`src/rtl/tmr_pkg.sv`:
```
// Shared decode types for the match-compare timer.
// Assumes word-aligned offsets; word indices below fix the register map.
package tmr_pkg;
    typedef enum logic [2:0] {
        SEL_NONE,
        SEL_MATCH,
        SEL_CNT,
        SEL_STS,
        SEL_WDE,
        SEL_IEN
    } sel_e;

    localparam int WORD_CNT = 4;
    localparam int WORD_STS = 5;
    localparam int WORD_WDE = 6;
    localparam int WORD_IEN = 7;
endpackage

```
`src/rtl/tmr_counter.sv`:
```
// Free-running up-counter with a software load port.
// Assumes a load in the same cycle as a tick takes priority over the tick.
module tmr_counter #(
    parameter int CW = 32
) (
    input  logic          clk,
    input  logic          rst_n,
    input  logic          tick,
    input  logic          load,
    input  logic [CW-1:0] load_val,
    output logic [CW-1:0] cnt,
    output logic [CW-1:0] cnt_inc,
    output logic          adv
);
    // value the counter takes on a tick; wraps naturally
    assign cnt_inc = cnt + CW'(1);
    // a real advance happens only when no load competes
    assign adv     = tick & ~load;

    // counter register: load, advance or hold
    always_ff @(posedge clk) begin
        if (!rst_n) begin
            cnt <= '0;
        end else if (load) begin
            cnt <= load_val;
        end else if (tick) begin
            cnt <= cnt_inc;
        end
    end
endmodule

```
`src/rtl/tmr_chan.sv`:
```
// One compare channel: match register, equality detect, sticky status bit.
// Assumes the compare sees the counter's next value so that status rises
// on the same edge the counter lands on the match value.
module tmr_chan #(
    parameter int CW = 32
) (
    input  logic          clk,
    input  logic          rst_n,
    input  logic          wr_match,
    input  logic [CW-1:0] wdata,
    input  logic          adv,
    input  logic [CW-1:0] cnt_inc,
    input  logic          ien_bit,
    input  logic          clr_bit,
    output logic [CW-1:0] match_val,
    output logic          hit,
    output logic          sts
);
    // event: a genuine tick stepping onto the stored value
    assign hit = adv && (cnt_inc == match_val);

    // match register write port
    always_ff @(posedge clk) begin
        if (!rst_n) begin
            match_val <= '0;
        end else if (wr_match) begin
            match_val <= wdata;
        end
    end

    // sticky status: an enabled event wins over a write-one clear
    always_ff @(posedge clk) begin
        if (!rst_n) begin
            sts <= 1'b0;
        end else if (hit && ien_bit) begin
            sts <= 1'b1;
        end else if (clr_bit) begin
            sts <= 1'b0;
        end
    end
endmodule

```
`src/rtl/tmr_regif.sv`:
```
// Register decode and registered read path.
// Assumes at most four channels so match words fit below the counter word.
module tmr_regif
    import tmr_pkg::*;
#(
    parameter int CW    = 32,
    parameter int NCH   = 4,
    parameter int IEN_W = 12,
    parameter int AW    = 8,
    parameter int IW    = 2
) (
    input  logic              clk,
    input  logic              rst_n,
    input  logic              wr_en,
    input  logic              rd_en,
    input  logic [AW-1:0]     addr,
    input  logic [CW-1:0]     cnt,
    input  logic [NCH*CW-1:0] match_flat,
    input  logic [NCH-1:0]    sts,
    input  logic              wde,
    input  logic [IEN_W-1:0]  ien,
    output sel_e              sel,
    output logic [IW-1:0]     midx,
    output logic [CW-1:0]     rdata,
    output logic              err
);
    localparam int WW = AW - 2;

    logic [WW-1:0] word;
    logic [CW-1:0] rd_val;

    assign word = addr[AW-1:2];

    // map an offset to a register selector; misaligned offsets map nowhere
    always_comb begin
        sel  = SEL_NONE;
        midx = '0;
        if (addr[1:0] == 2'b00) begin
            if (word < WW'(NCH)) begin
                sel  = SEL_MATCH;
                midx = word[IW-1:0];
            end else if (word == WW'(WORD_CNT)) begin
                sel = SEL_CNT;
            end else if (word == WW'(WORD_STS)) begin
                sel = SEL_STS;
            end else if (word == WW'(WORD_WDE)) begin
                sel = SEL_WDE;
            end else if (word == WW'(WORD_IEN)) begin
                sel = SEL_IEN;
            end
        end
    end

    // readback multiplexer
    always_comb begin
        case (sel)
            SEL_MATCH: rd_val = match_flat[midx*CW +: CW];
            SEL_CNT:   rd_val = cnt;
            SEL_STS:   rd_val = CW'(sts);
            SEL_WDE:   rd_val = CW'(wde);
            SEL_IEN:   rd_val = CW'(ien);
            default:   rd_val = '0;
        endcase
    end

    // registered read data and hole-access flag
    always_ff @(posedge clk) begin
        if (!rst_n) begin
            rdata <= '0;
            err   <= 1'b0;
        end else begin
            rdata <= rd_en ? rd_val : '0;
            err   <= (rd_en || wr_en) && (sel == SEL_NONE);
        end
    end
endmodule

```
`src/rtl/os_match_timer.sv`:
```
// Operating-system timer top: counter, compare channels, enables, status,
// and a watchdog that turns the last channel's match into a reset request.
// Assumes NCH <= 4 and NCH <= IEN_W; the bus issues reads and writes singly.
module os_match_timer
    import tmr_pkg::*;
#(
    parameter int CW    = 32,
    parameter int NCH   = 4,
    parameter int IEN_W = 12,
    parameter int AW    = 8
) (
    input  logic           clk,
    input  logic           rst_n,
    input  logic           tick_en,
    input  logic           wr_en,
    input  logic           rd_en,
    input  logic [AW-1:0]  addr,
    input  logic [CW-1:0]  wdata,
    output logic [CW-1:0]  rdata,
    output logic           err,
    output logic [NCH-1:0] irq,
    output logic           rst_req
);
    localparam int IW    = (NCH > 1) ? $clog2(NCH) : 1;
    localparam int WD_CH = NCH - 1;

    sel_e              sel;
    logic [IW-1:0]     midx;
    logic [CW-1:0]     cnt_q;
    logic [CW-1:0]     cnt_inc;
    logic              adv;
    logic [NCH*CW-1:0] match_flat;
    logic [NCH-1:0]    hit;
    logic [NCH-1:0]    sts;
    logic [IEN_W-1:0]  ien_q;
    logic              wde_q;
    logic              rq_q;
    logic              cnt_wr;
    logic              sts_wr;

    assign cnt_wr = wr_en && (sel == SEL_CNT);
    assign sts_wr = wr_en && (sel == SEL_STS);

    tmr_regif #(
        .CW(CW), .NCH(NCH), .IEN_W(IEN_W), .AW(AW), .IW(IW)
    ) u_regif (
        .clk        (clk),
        .rst_n      (rst_n),
        .wr_en      (wr_en),
        .rd_en      (rd_en),
        .addr       (addr),
        .cnt        (cnt_q),
        .match_flat (match_flat),
        .sts        (sts),
        .wde        (wde_q),
        .ien        (ien_q),
        .sel        (sel),
        .midx       (midx),
        .rdata      (rdata),
        .err        (err)
    );

    tmr_counter #(.CW(CW)) u_cnt (
        .clk      (clk),
        .rst_n    (rst_n),
        .tick     (tick_en),
        .load     (cnt_wr),
        .load_val (wdata),
        .cnt      (cnt_q),
        .cnt_inc  (cnt_inc),
        .adv      (adv)
    );

    for (genvar n = 0; n < NCH; n++) begin : g_chan
        logic wr_m;
        assign wr_m = wr_en && (sel == SEL_MATCH) && (midx == IW'(n));

        tmr_chan #(.CW(CW)) u_chan (
            .clk       (clk),
            .rst_n     (rst_n),
            .wr_match  (wr_m),
            .wdata     (wdata),
            .adv       (adv),
            .cnt_inc   (cnt_inc),
            .ien_bit   (ien_q[n]),
            .clr_bit   (sts_wr && wdata[n]),
            .match_val (match_flat[n*CW +: CW]),
            .hit       (hit[n]),
            .sts       (sts[n])
        );
    end

    // interrupt enable register, truncated to its implemented width
    always_ff @(posedge clk) begin
        if (!rst_n) begin
            ien_q <= '0;
        end else if (wr_en && (sel == SEL_IEN)) begin
            ien_q <= wdata[IEN_W-1:0];
        end
    end

    // watchdog arm bit and one-shot reset request; a firing disarms
    always_ff @(posedge clk) begin
        if (!rst_n) begin
            wde_q <= 1'b0;
            rq_q  <= 1'b0;
        end else begin
            rq_q <= hit[WD_CH] && wde_q;
            if (hit[WD_CH] && wde_q) begin
                wde_q <= 1'b0;
            end else if (wr_en && (sel == SEL_WDE)) begin
                wde_q <= wdata[0];
            end
        end
    end

    assign irq     = sts;
    assign rst_req = rq_q;
endmodule

```
`config.mk`:
```
export PLATFORM = sky130hd
export DESIGN_NAME = os_match_timer
export DESIGN_NICKNAME = d
export VERILOG_FILES = /design/src/rtl/tmr_pkg.sv /design/src/rtl/tmr_counter.sv /design/src/rtl/tmr_chan.sv /design/src/rtl/tmr_regif.sv /design/src/rtl/os_match_timer.sv
export SDC_FILE = /design/constraint.sdc
export NUM_CORES = 1
export LEC_CHECK = 0
export ABC_AREA = 0
export ABC_CLOCK_PERIOD_IN_PS = 7050
export BUFFER_PORTS_ARGS = -buffer_cell sky130_fd_sc_hd__clkbuf_2
export CAP_MARGIN = 10
export CORE_MARGIN = 1
export CORE_UTILIZATION = 45
export DETAILED_ROUTE_END_ITERATION = 6
export PLACE_DENSITY = 0.68
export SETUP_SLACK_MARGIN = 0.3
export SKIP_CTS_REPAIR_TIMING = 1
export SLEW_MARGIN = 20
export SYNTH_ARGS = -nofsm -noshare
export SYNTH_HDL_FRONTEND = slang
export SYNTH_SLANG_ARGS = --single-unit
```
`constraint.sdc`:
```
create_clock -name clk -period 7.05 [get_ports clk]
set_input_delay 1.41 -clock clk [delete_from_list [all_inputs] [get_ports clk]]
set_output_delay 1.41 -clock clk [all_outputs]
set_load 0.02 [all_outputs]
```
==> flow_metrics.tcl, run 1 <==
set metrics [dict create \
    first_pass_iters 7 \
    cts_sinks 211 \
    wirelength_um 46990 \
    finClkSkew_ns 0.01367 \
    cts_tree "done" \
    rsz0062_at_grt "false" \
    synth_top_area_share_pct 34.31 \
    design_area_um2 13580 \
    startpoint_type "register" \
    clkPwrFrac_pct 50.3 \
    crit_fanout 12 \
    ys_top_cells_by_area "dfxtp_1, nand2_1, a21oi_1" \
    ys_async_sr_fraction_pct 0 \
    hold_viol 0 \
    drc 3 \
    grt_pass1_vias 11309 \
    crit_required_ns 7.52 \
    antenna_found_initial 1 \
    die_w_um 167.4 \
    switching_share_pct 23.05 \
    syn_nets 1649 \
    tns_ns 0 \
    irDropWorstVdd_uv 174.6 \
    final_core_util_pct 50.54 \
    crit_type "reg -> reg" \
    synth_edf_count 0 \
    maxSlewViolCount 0 \
    finalSetupViolations 0 \
    hold_ws_ns 0.4673 \
    p_seq_share_pct 45.3 \
    viasPerCell 6.290 \
    power_frac_comb_pct 4.3 \
    p_total_mw 2.650 \
    relSlewSlack_pct 24.33 \
    dr.first_iter.drc_count 1737 \
    clk_pin_slew_ns 0.06 \
    ant_nets 0 \
    run_status "finished, violations left" \
    power.leakage_nw 4.480 \
    regArea_um2 4224 \
    instances_no_fill 1952 \
    portBuffers 82 \
    max_freq_mhz 228.6 \
    core_um2 26880 \
    cap_violations 0 \
    drive_above_1_share_pct 11.80 \
    place_ws_ns 2.386 \
    die_height_um 167.4 \
    dieArea_um2 28020 \
    cts_buffers 24 \
    gp_congestion 1.017 \
    cts-root-buf "clkbuf_16" \
    grt_use_total_pct 33.37 \
    htree_levels 1 \
    synthTopCellsByCount "nand2_1, dfxtp_1, a21oi_1, clkbuf_1" \
    wl_per_cell_um 24.07 \
    worst_pin_slew_ns 1.130 \
    avgSynthCellArea_um2 7.680 \
    multi_input_area_um2 7475 \
    fp-row-count 60 \
    synth_area_um2 12310 \
    area_growth_pct 10.32 \
    p_int_mw 2.039 \
    io_pins 83 \
    seq_area_frac_synth_pct 34.31 \
    fillerInstances 2619 \
    critPathArrivalTime_ns 4.84 \
    synthCells 1603 \
    setup.worst_path.end_class "register" \
    switchingPower_uw 610.7 \
    failed_checks "DRC" \
    ys_ff_latch 211 \
    min_period_over_period_pct 62.04 \
    final.min_clock_period_ns 4.374 \
    worstHoldPathType "reg -> reg" \
    clk_latency_ns 0.53 \
    synth_cell_types 74 \
    start_util_pct 45.81 \
    yosysWarnings 0 \
    yosysTopAreaCell "dfxtp_1" \
    yosysMostFrequentCell "nand2_1" \
    synth_flop_cell "dfxtp_1" \
    fin_nets 1638 \
    fin_ws_ns 2.676 \
    dpl.hpwl_um 33850 \
    grt_max_degree 101 \
    dp.cells 1907 \
    grt.overflow.total 0 \
    clk_path_buf_depth 3 \
    power.density_nw_per_um2 195.1 \
    placed_cell_area_um2 12740 \
    vias 12278 \
    grt_first_pass_wirelength_um 71710 \
]
[path summary, 6_finish.rpt]
path,start,to,slack (ns),depth (start not counted)
worst max register to register,u_cnt.cnt[0],g_chan[1].u_chan.sts,2.68,8
worst min-delay path,ien_q[6],ien_q[6],0.47,2
worst max-delay path,u_cnt.cnt[0],g_chan[1].u_chan.sts,2.68,8
worst min register to register,ien_q[6],ien_q[6],0.47,2
[per-layer routing]
layer	GRT usage, %	routed length, um	vias up
met5	0	0	-
li1	-	-	5599
met4	12.17	1829	0
met2	51.88	20790	703
met1	46.46	19960	5862
met3	5.389	4399	114
[flip-flops by register name, summed over array words and instances, names as in the netlist]
| register | count |
|---|---|
| g_chan.u_chan.match_val | 128 |
| g_chan.u_chan.sts | 4 |
| ien_q | 12 |
| rst_req | 1 |
| u_cnt.cnt | 32 |
| u_regif.err | 1 |
| u_regif.rdata | 32 |
| wde_q | 1 |
[logic make-up after synthesis]
kind of cell	after synthesis	synth area share, %
XOR/XNOR	161	12.35
buffers and inverters	155	5.081
multiplexers	40	4.858
adder cells (fa/ha/maj)	1	0.1016
AND/OR/NAND/NOR	650	24.25
flip-flops	211	34.31
AO/OA/AOI/OAI	385	19.05
[power by group through the flow]
| stage | Clock [mW] | Sequential [mW] | Combinational (mW) |
|---|---|---|---|
| 3_5_place_dp | 0 | 1.23 | 0.111 |
| 4_1_cts | 1.34 | 1.20 | 0.112 |
| 6_report | 1.33 | 1.20 | 0.115 |
| 3_3_place_gp | 0 | 1.23 | 0.111 |
| 5_1_grt | 1.39 | 1.20 | 0.122 |
| 2_1_floorplan | 0 | 1.22 | 0.0651 |
[cells in the final DEF (no fill, tap or decap), types with 24 or more instances in the layout]
master     netlist  final
clkbuf_2         0     82
nand2_1        357    357
nor2_1          98     96
o22ai_1         24     24
nor3_1          25     25
a211oi_1        35     35
nand4_1         28     28
xnor2_1         98     98
dfxtp_1        211    211
o21ai_0         47     47
a21oi_1        196    196
nand3_1         35     35
clkbuf_16        0     25
xor2_1          55     55
[critical path, stage by stage (launching register included)]
cell     delay [ns]
dfxtp_1        0.60
ha_1           0.44
nand3_1        0.51
nor2_2         0.57
nand4_1        0.51
xnor2_1        0.36
or4_1          0.51
nor4_1         0.54
a31o_2         0.26
[cell type report]
type	count	area share (%)
multi-input combinational	1237	55.03
sequential	211	31.10
clock buffer	34	5.223
timing repair buffer	100	4.016
tap	341	3.141
clock inverter	10	0.9580
inverter	18	0.5158
antenna	1	0.01842
Power figures use the tool's default switching activity.
==> run 2, diff against run 1 <==
--- a/config.mk
+++ b/config.mk
@@ -6,13 +6,13 @@
 export NUM_CORES = 1
 export LEC_CHECK = 0
 export ABC_AREA = 0
-export ABC_CLOCK_PERIOD_IN_PS = 7050
+export ABC_CLOCK_PERIOD_IN_PS = 3900
 export BUFFER_PORTS_ARGS = -buffer_cell sky130_fd_sc_hd__clkbuf_2
 export CAP_MARGIN = 10
 export CORE_MARGIN = 1
 export CORE_UTILIZATION = 45
 export DETAILED_ROUTE_END_ITERATION = 6
-export PLACE_DENSITY = 0.68
+export PLACE_DENSITY = 0.71
 export SETUP_SLACK_MARGIN = 0.3
 export SKIP_CTS_REPAIR_TIMING = 1
 export SLEW_MARGIN = 20
==> constraint.sdc (replaced) <==
create_clock -name clk -period 3.9 [get_ports clk]
set_input_delay 0.78 -clock clk [delete_from_list [all_inputs] [get_ports clk]]
set_output_delay 0.78 -clock clk [all_outputs]
set_load 0.02 [all_outputs]
==> run 2 against run 1 <==
The flow still finishes with violations (DRC). Register-to-register slack got worse by 2.2 ns. Via count increased by 2.1%. Total power increased by 74%. Clock skew increased by 0.0040 ns. Clock-buffer cell count unchanged. Utilization increased by 0.99 points. Sequential cell count unchanged. Non-clock buffer count increased by 41. Final cell count increased by 1.9%. Sequential share of layout area decreased by 0.60 points. Hold slack got worse by 0.0046 ns. Combinational power increased by 94%.
==> flow_metrics.tcl, run 2 (same netlist as run 1, synthesis figures left out) <==
set metrics [dict create \
    cts-root-buf "clkbuf_16" \
    clk_path_buf_depth 3 \
    cpPeakStageDelay_ns 0.68 \
    grt_first_pass_wirelength_um 73770 \
    placed_cell_area_um2 13050 \
    grt_max_degree 175 \
    crit-reg2reg-launch "u_cnt.cnt[7]" \
    mostFrequentLayoutCells "nand2_1, dfxtp_1, a21oi_1" \
    largest_reg_flops 128 \
    crit_required_ns 4.29 \
    largestRegisters "g_chan.u_chan.match_val x128, u_cnt.cnt x32, u_regif.rdata x32" \
    rrSetupSlack_ns 0.44 \
    power.leakage_nw 4.654 \
    dr.first_iter.drc_count 1531 \
    grt.overflow.total 0 \
    drc 2 \
    critPathArrivalTime_ns 3.85 \
    design_area_um2 13850 \
    portBuffers 82 \
    clk_latency_ns 0.54 \
    gp_congestion 1.074 \
    vias 12538 \
    ant_nets 0 \
    wirelength_um 49010 \
    io_pins 83 \
    run_status "finished, violations left" \
    finClkSkew_ns 0.01767 \
    min_from "ien_q[4]" \
    rsz0062_at_grt "false" \
    worst_pin_slew_ns 1.021 \
    final_common_cell "nand2_1" \
    max_freq_mhz 288.7 \
    grt_pass1_vias 11804 \
    power.density_nw_per_um2 333.5 \
    area_growth_pct 12.49 \
    core_um2 26880 \
    crit_fanout 16 \
    min_period_over_period_pct 88.83 \
    cts_buffers 23 \
    regMostFlops "g_chan.u_chan.match_val" \
    antenna_cells 0 \
    hold_depth 2 \
    crit_type "reg -> reg" \
    p_total_mw 4.619 \
    setup.worst_path.start "u_cnt.cnt[7]" \
    relSlewSlack_pct 31.91 \
    failed_checks "DRC" \
    irDropWorstVdd_uv 324.5 \
    setup.worst_path.end_class "register" \
    viasPerCell 6.304 \
    fp-row-count 60 \
    path_cells "nand4_2 -> o41ai_2 -> o2111a_1 -> nand4_1 -> a2111o_1 -> nor4_2 -> and3_1 -> a211oi_1" \
    finalSetupViolations 0 \
    dpl.hpwl_um 35310 \
    cts_tree "done" \
    start_util_pct 45.81 \
    fin_nets 1678 \
    min_to "ien_q[4]" \
    clk_pin_slew_ns 0.06 \
    startpoint_type "register" \
    path_delay_family "compound AO/OA/AOI/OAI gates" \
    dieArea_um2 28020 \
    worstHoldPathType "reg -> reg" \
    die_w_um 167.4 \
    htree_levels 1 \
    final.min_clock_period_ns 3.464 \
    cap_violations 0 \
    wl_per_cell_um 24.64 \
    hold_viol 0 \
    crit_buf_inv 0 \
    reg2reg_depth 8 \
    antenna_found_initial 1 \
    worst_path_max_delay_cell "dfxtp_1" \
    die_height_um 167.4 \
    grt_use_total_pct 34.57 \
    drive_above_1_share_pct 14.26 \
    regToRegEndpoint "wde_q" \
    maxSlewViolCount 0 \
    cts_sinks 211 \
    first_pass_iters 7 \
    tns_ns 0 \
]
[run 2: changes by cell type in the layout (fill, tap and decap cells not counted), sizes merged]
cell / before / now
clkinv: 5 / 3
buf: 18 / 59
diode: 1 / 0
inv: 18 / 19
bufinv: 3 / 1
[run 2: worst reg2reg max path, delay by kind of cell (launching register included)]
kind / cells / cell delay, ns
AO/OA/AOI/OAI: 4 / 1.50
flip-flops: 1 / 0.68
AND/OR/NAND/NOR: 4 / 1.14
[run 2: power by group]
part           total [mW]  internal (mW)  leakage, nW  switching, mW
Sequential           2.17           2.16         1.70        0.00671
Clock                2.23           1.28        0.369          0.946
Combinational       0.223         0.0716         2.58          0.151
Total                4.62           3.51         4.65           1.10
[run 2: worst max-delay path by stage]
stage / end / slack [ns] / cells past startpoint
2_1_floorplan: wde_q / 1.07 / 11
3_3_place_gp: wde_q / 0.43 / 10
3_5_place_dp: g_chan[0].u_chan.sts / 0.29 / 9
4_1_cts: g_chan[0].u_chan.sts / 0.28 / 9
5_1_grt: wde_q / 0.32 / 8
6_report: wde_q / 0.44 / 8
[run 2: cell type report]
class                   count  area [um2]
flip-flops and latches    211        4224
multi-input cells        1237        7507
clock buffers              34       686.9
inverters                  18       70.07
fillers                  2577       13030
clock inverters             7       68.82
repair buffers            141       865.8
well taps                 341       426.7
[run 2: per-stage QoR]
| step | setup WS, ns | instances | hold slack, ns | util (%) |
|---|---|---|---|---|
| finish | 0.4356 | 1989 | 0.4627 | 51.53 |
| global route | 0.3213 | 1989 | 0.4919 | 51.53 |
| CTS | 0.2754 | 1987 | 0.4660 | 51.35 |
| detailed placement | 0.2936 | 1946 | 0.4562 | 48.54 |
| global placement | 0.4311 | 1946 | 0.4504 | 48.54 |
| floorplan | 1.071 | 1603 | 0.4357 | - |
[run 2: routing by layer]
layer	routed length, um	track usage, %	vias up
li1	-	-	5687
met1	20840	47.19	6077
met2	21770	54.02	656
met3	4414	5.861	118
met4	1988	14.16	0
met5	0	0	-
==> run 3, diff against run 2 <==
--- a/config.mk
+++ b/config.mk
@@ -9,10 +9,12 @@
 export ABC_CLOCK_PERIOD_IN_PS = 3900
 export BUFFER_PORTS_ARGS = -buffer_cell sky130_fd_sc_hd__clkbuf_2
 export CAP_MARGIN = 10
+export CELL_PAD_IN_SITES_DETAIL_PLACEMENT = 0
+export CELL_PAD_IN_SITES_GLOBAL_PLACEMENT = 1
 export CORE_MARGIN = 1
-export CORE_UTILIZATION = 45
+export CORE_UTILIZATION = 41
 export DETAILED_ROUTE_END_ITERATION = 6
-export PLACE_DENSITY = 0.71
+export PLACE_DENSITY = 0.82
 export SETUP_SLACK_MARGIN = 0.3
 export SKIP_CTS_REPAIR_TIMING = 1
 export SLEW_MARGIN = 20
==> run 3 against run 2 <==
The run now ends clean. Sequential power about the same. First-iteration DRC count is 4.4% lower. Global-route usage down 2.1 points. Critical path type unchanged. Clock power hardly changed. Non-clock buffer count grew 5. Sequential cell count stayed put. Clock skew fell by 0.0051 ns.
==> flow_metrics.tcl, run 3 (same netlist as run 1, synthesis figures left out) <==
set metrics [dict create \
    drive_above_1_share_pct 14.33 \
    crit_type "reg -> reg" \
    drc 0 \
    die_w_um 175.3 \
    clk_path_buf_depth 3 \
    dieArea_um2 30730 \
    wirelength_um 49630 \
    grt_use_total_pct 32.47 \
    grt_max_degree 67 \
    crit_required_ns 4.28 \
    reg2reg_depth 8 \
    rrSetupSlack_ns 0.45 \
    regMostFlops "g_chan.u_chan.match_val" \
    vias 12339 \
    grt.overflow.total 0 \
    grt_first_pass_wirelength_um 75640 \
    htree_levels 1 \
    mostFrequentLayoutCells "nand2_1, dfxtp_1, a21oi_1" \
    fin_nets 1684 \
    clkPwrFrac_pct 48.3 \
    irDropWorstVdd_uv 339.5 \
    worstHoldPathType "reg -> reg" \
    crit-reg2reg-launch "u_cnt.cnt[10]" \
    setup.worst_path.end_class "register" \
    clk_latency_ns 0.54 \
    viasPerCell 6.037 \
    finClkSkew_ns 0.01259 \
    hold_viol 0 \
    min_from "ien_q[9]" \
    run_status "finished, final reports clean" \
    antenna_cells 0 \
    power.leakage_nw 4.686 \
    maxSlewViolCount 0 \
    setup.worst_path.start "u_cnt.cnt[10]" \
    finalSetupViolations 0 \
    worst_pin_slew_ns 1.054 \
    final_core_util_pct 47.25 \
    cap_violations 0 \
    crit_fanout 12 \
    rsz0062_at_grt "false" \
    power_frac_comb_pct 4.9 \
    cts_buffers 24 \
    p_int_mw 3.525 \
    dpl.hpwl_um 37010 \
    cts-root-buf "clkbuf_16" \
    regToRegEndpoint "wde_q" \
    switchingPower_mw 1.100 \
    clk_pin_slew_ns 0.06 \
    first_pass_iters 6 \
    ant_nets 0 \
    die_height_um 175.3 \
    antenna_found_initial 0 \
    largestRegisters "g_chan.u_chan.match_val x128, u_cnt.cnt x32, u_regif.rdata x32" \
    portBuffers 82 \
    area_growth_pct 13.44 \
    tns_ns 0 \
    relSlewSlack_pct 29.76 \
    power.density_nw_per_um2 331.2 \
    cts_tree "done" \
    max_freq_mhz 289.5 \
    p_seq_share_pct 46.9 \
    min_period_over_period_pct 88.57 \
    fp-row-count 63 \
    critPathArrivalTime_ns 3.83 \
    startpoint_type "register" \
    switching_share_pct 23.79 \
    core_um2 29560 \
    wl_per_cell_um 24.28 \
    dr.first_iter.drc_count 1463 \
    final_common_cell "nand2_1" \
    hold_depth 2 \
    start_util_pct 41.65 \
    io_pins 83 \
    gp_congestion 1.031 \
    final.min_clock_period_ns 3.454 \
    cts_sinks 211 \
    largest_reg_flops 128 \
    grt_pass1_vias 11545 \
    min_to "ien_q[9]" \
]
[run 3: cell count changes in the layout (fill, tap and decap cells not counted), moves of 2 or more]
| cell | delta |
|---|---|
| buf_12 | +2 |
| buf_4 | +3 |
| clkbuf_1 | +3 |
| clkbuf_16 | +2 |
| clkbuf_8 | -4 |
[run 3: worst max-delay path: stages, from the launching register on]
cell and delay (ns):
dfxtp_1 0.59, nand4_2 0.33, or4_4 0.60, o311ai_0 0.45
o2111ai_1 0.28, a2111oi_0 0.51, and4_1 0.28, and3_1 0.17
a211oi_1 0.07
[run 3: worst max-delay path by stage]
stage | end
after floorplan | wde_q
after global placement | wde_q
after detailed placement | wde_q
after CTS | wde_q
after global routing | wde_q
final | wde_q
[run 3: through the flow]
stage	setup WS (ns)	total power, mW	instances	instance area (um2)	hold slack (ns)
final	0.4458	4.625	2044	13970	0.4564
after detailed placement	0.3816	2.435	2002	13190	0.4508
after floorplan	1.071	2.330	1603	12310	0.4357
after global placement	0.3790	2.434	2002	13190	0.4485
after CTS	0.3503	4.652	2044	13940	0.4579
after global routing	0.3186	4.740	2044	13970	0.4885
[run 3: metal layers]
layer	share of wire [%]	up-vias	wire length, um	GRT usage, %
li1	-	5713	-	-
met1	44	5968	21990	45.68
met2	45	576	22180	51.67
met3	7.9	82	3897	4.091
met4	3.1	0	1562	9.928
met5	0	-	0	0
[run 3: final cells by class]
cell class	instances	area [um2]
well taps	390	488.0
flip-flops and latches	211	4224
clock inverters	7	66.31
clock buffers	35	693.2
fillers	3006	15590
multi-input cells	1237	7497
inverters	18	70.07
repair buffers	146	928.4
[run 3: power by group through the flow]
| stage | sequential (mW) | clock [mW] | combinational, mW |
|---|---|---|---|
| after CTS | 2.17 | 2.26 | 0.221 |
| after detailed placement | 2.22 | 0 | 0.220 |
| after floorplan | 2.21 | 0 | 0.118 |
| final | 2.17 | 2.23 | 0.225 |
| after global placement | 2.21 | 0 | 0.220 |
| after global routing | 2.17 | 2.33 | 0.239 |
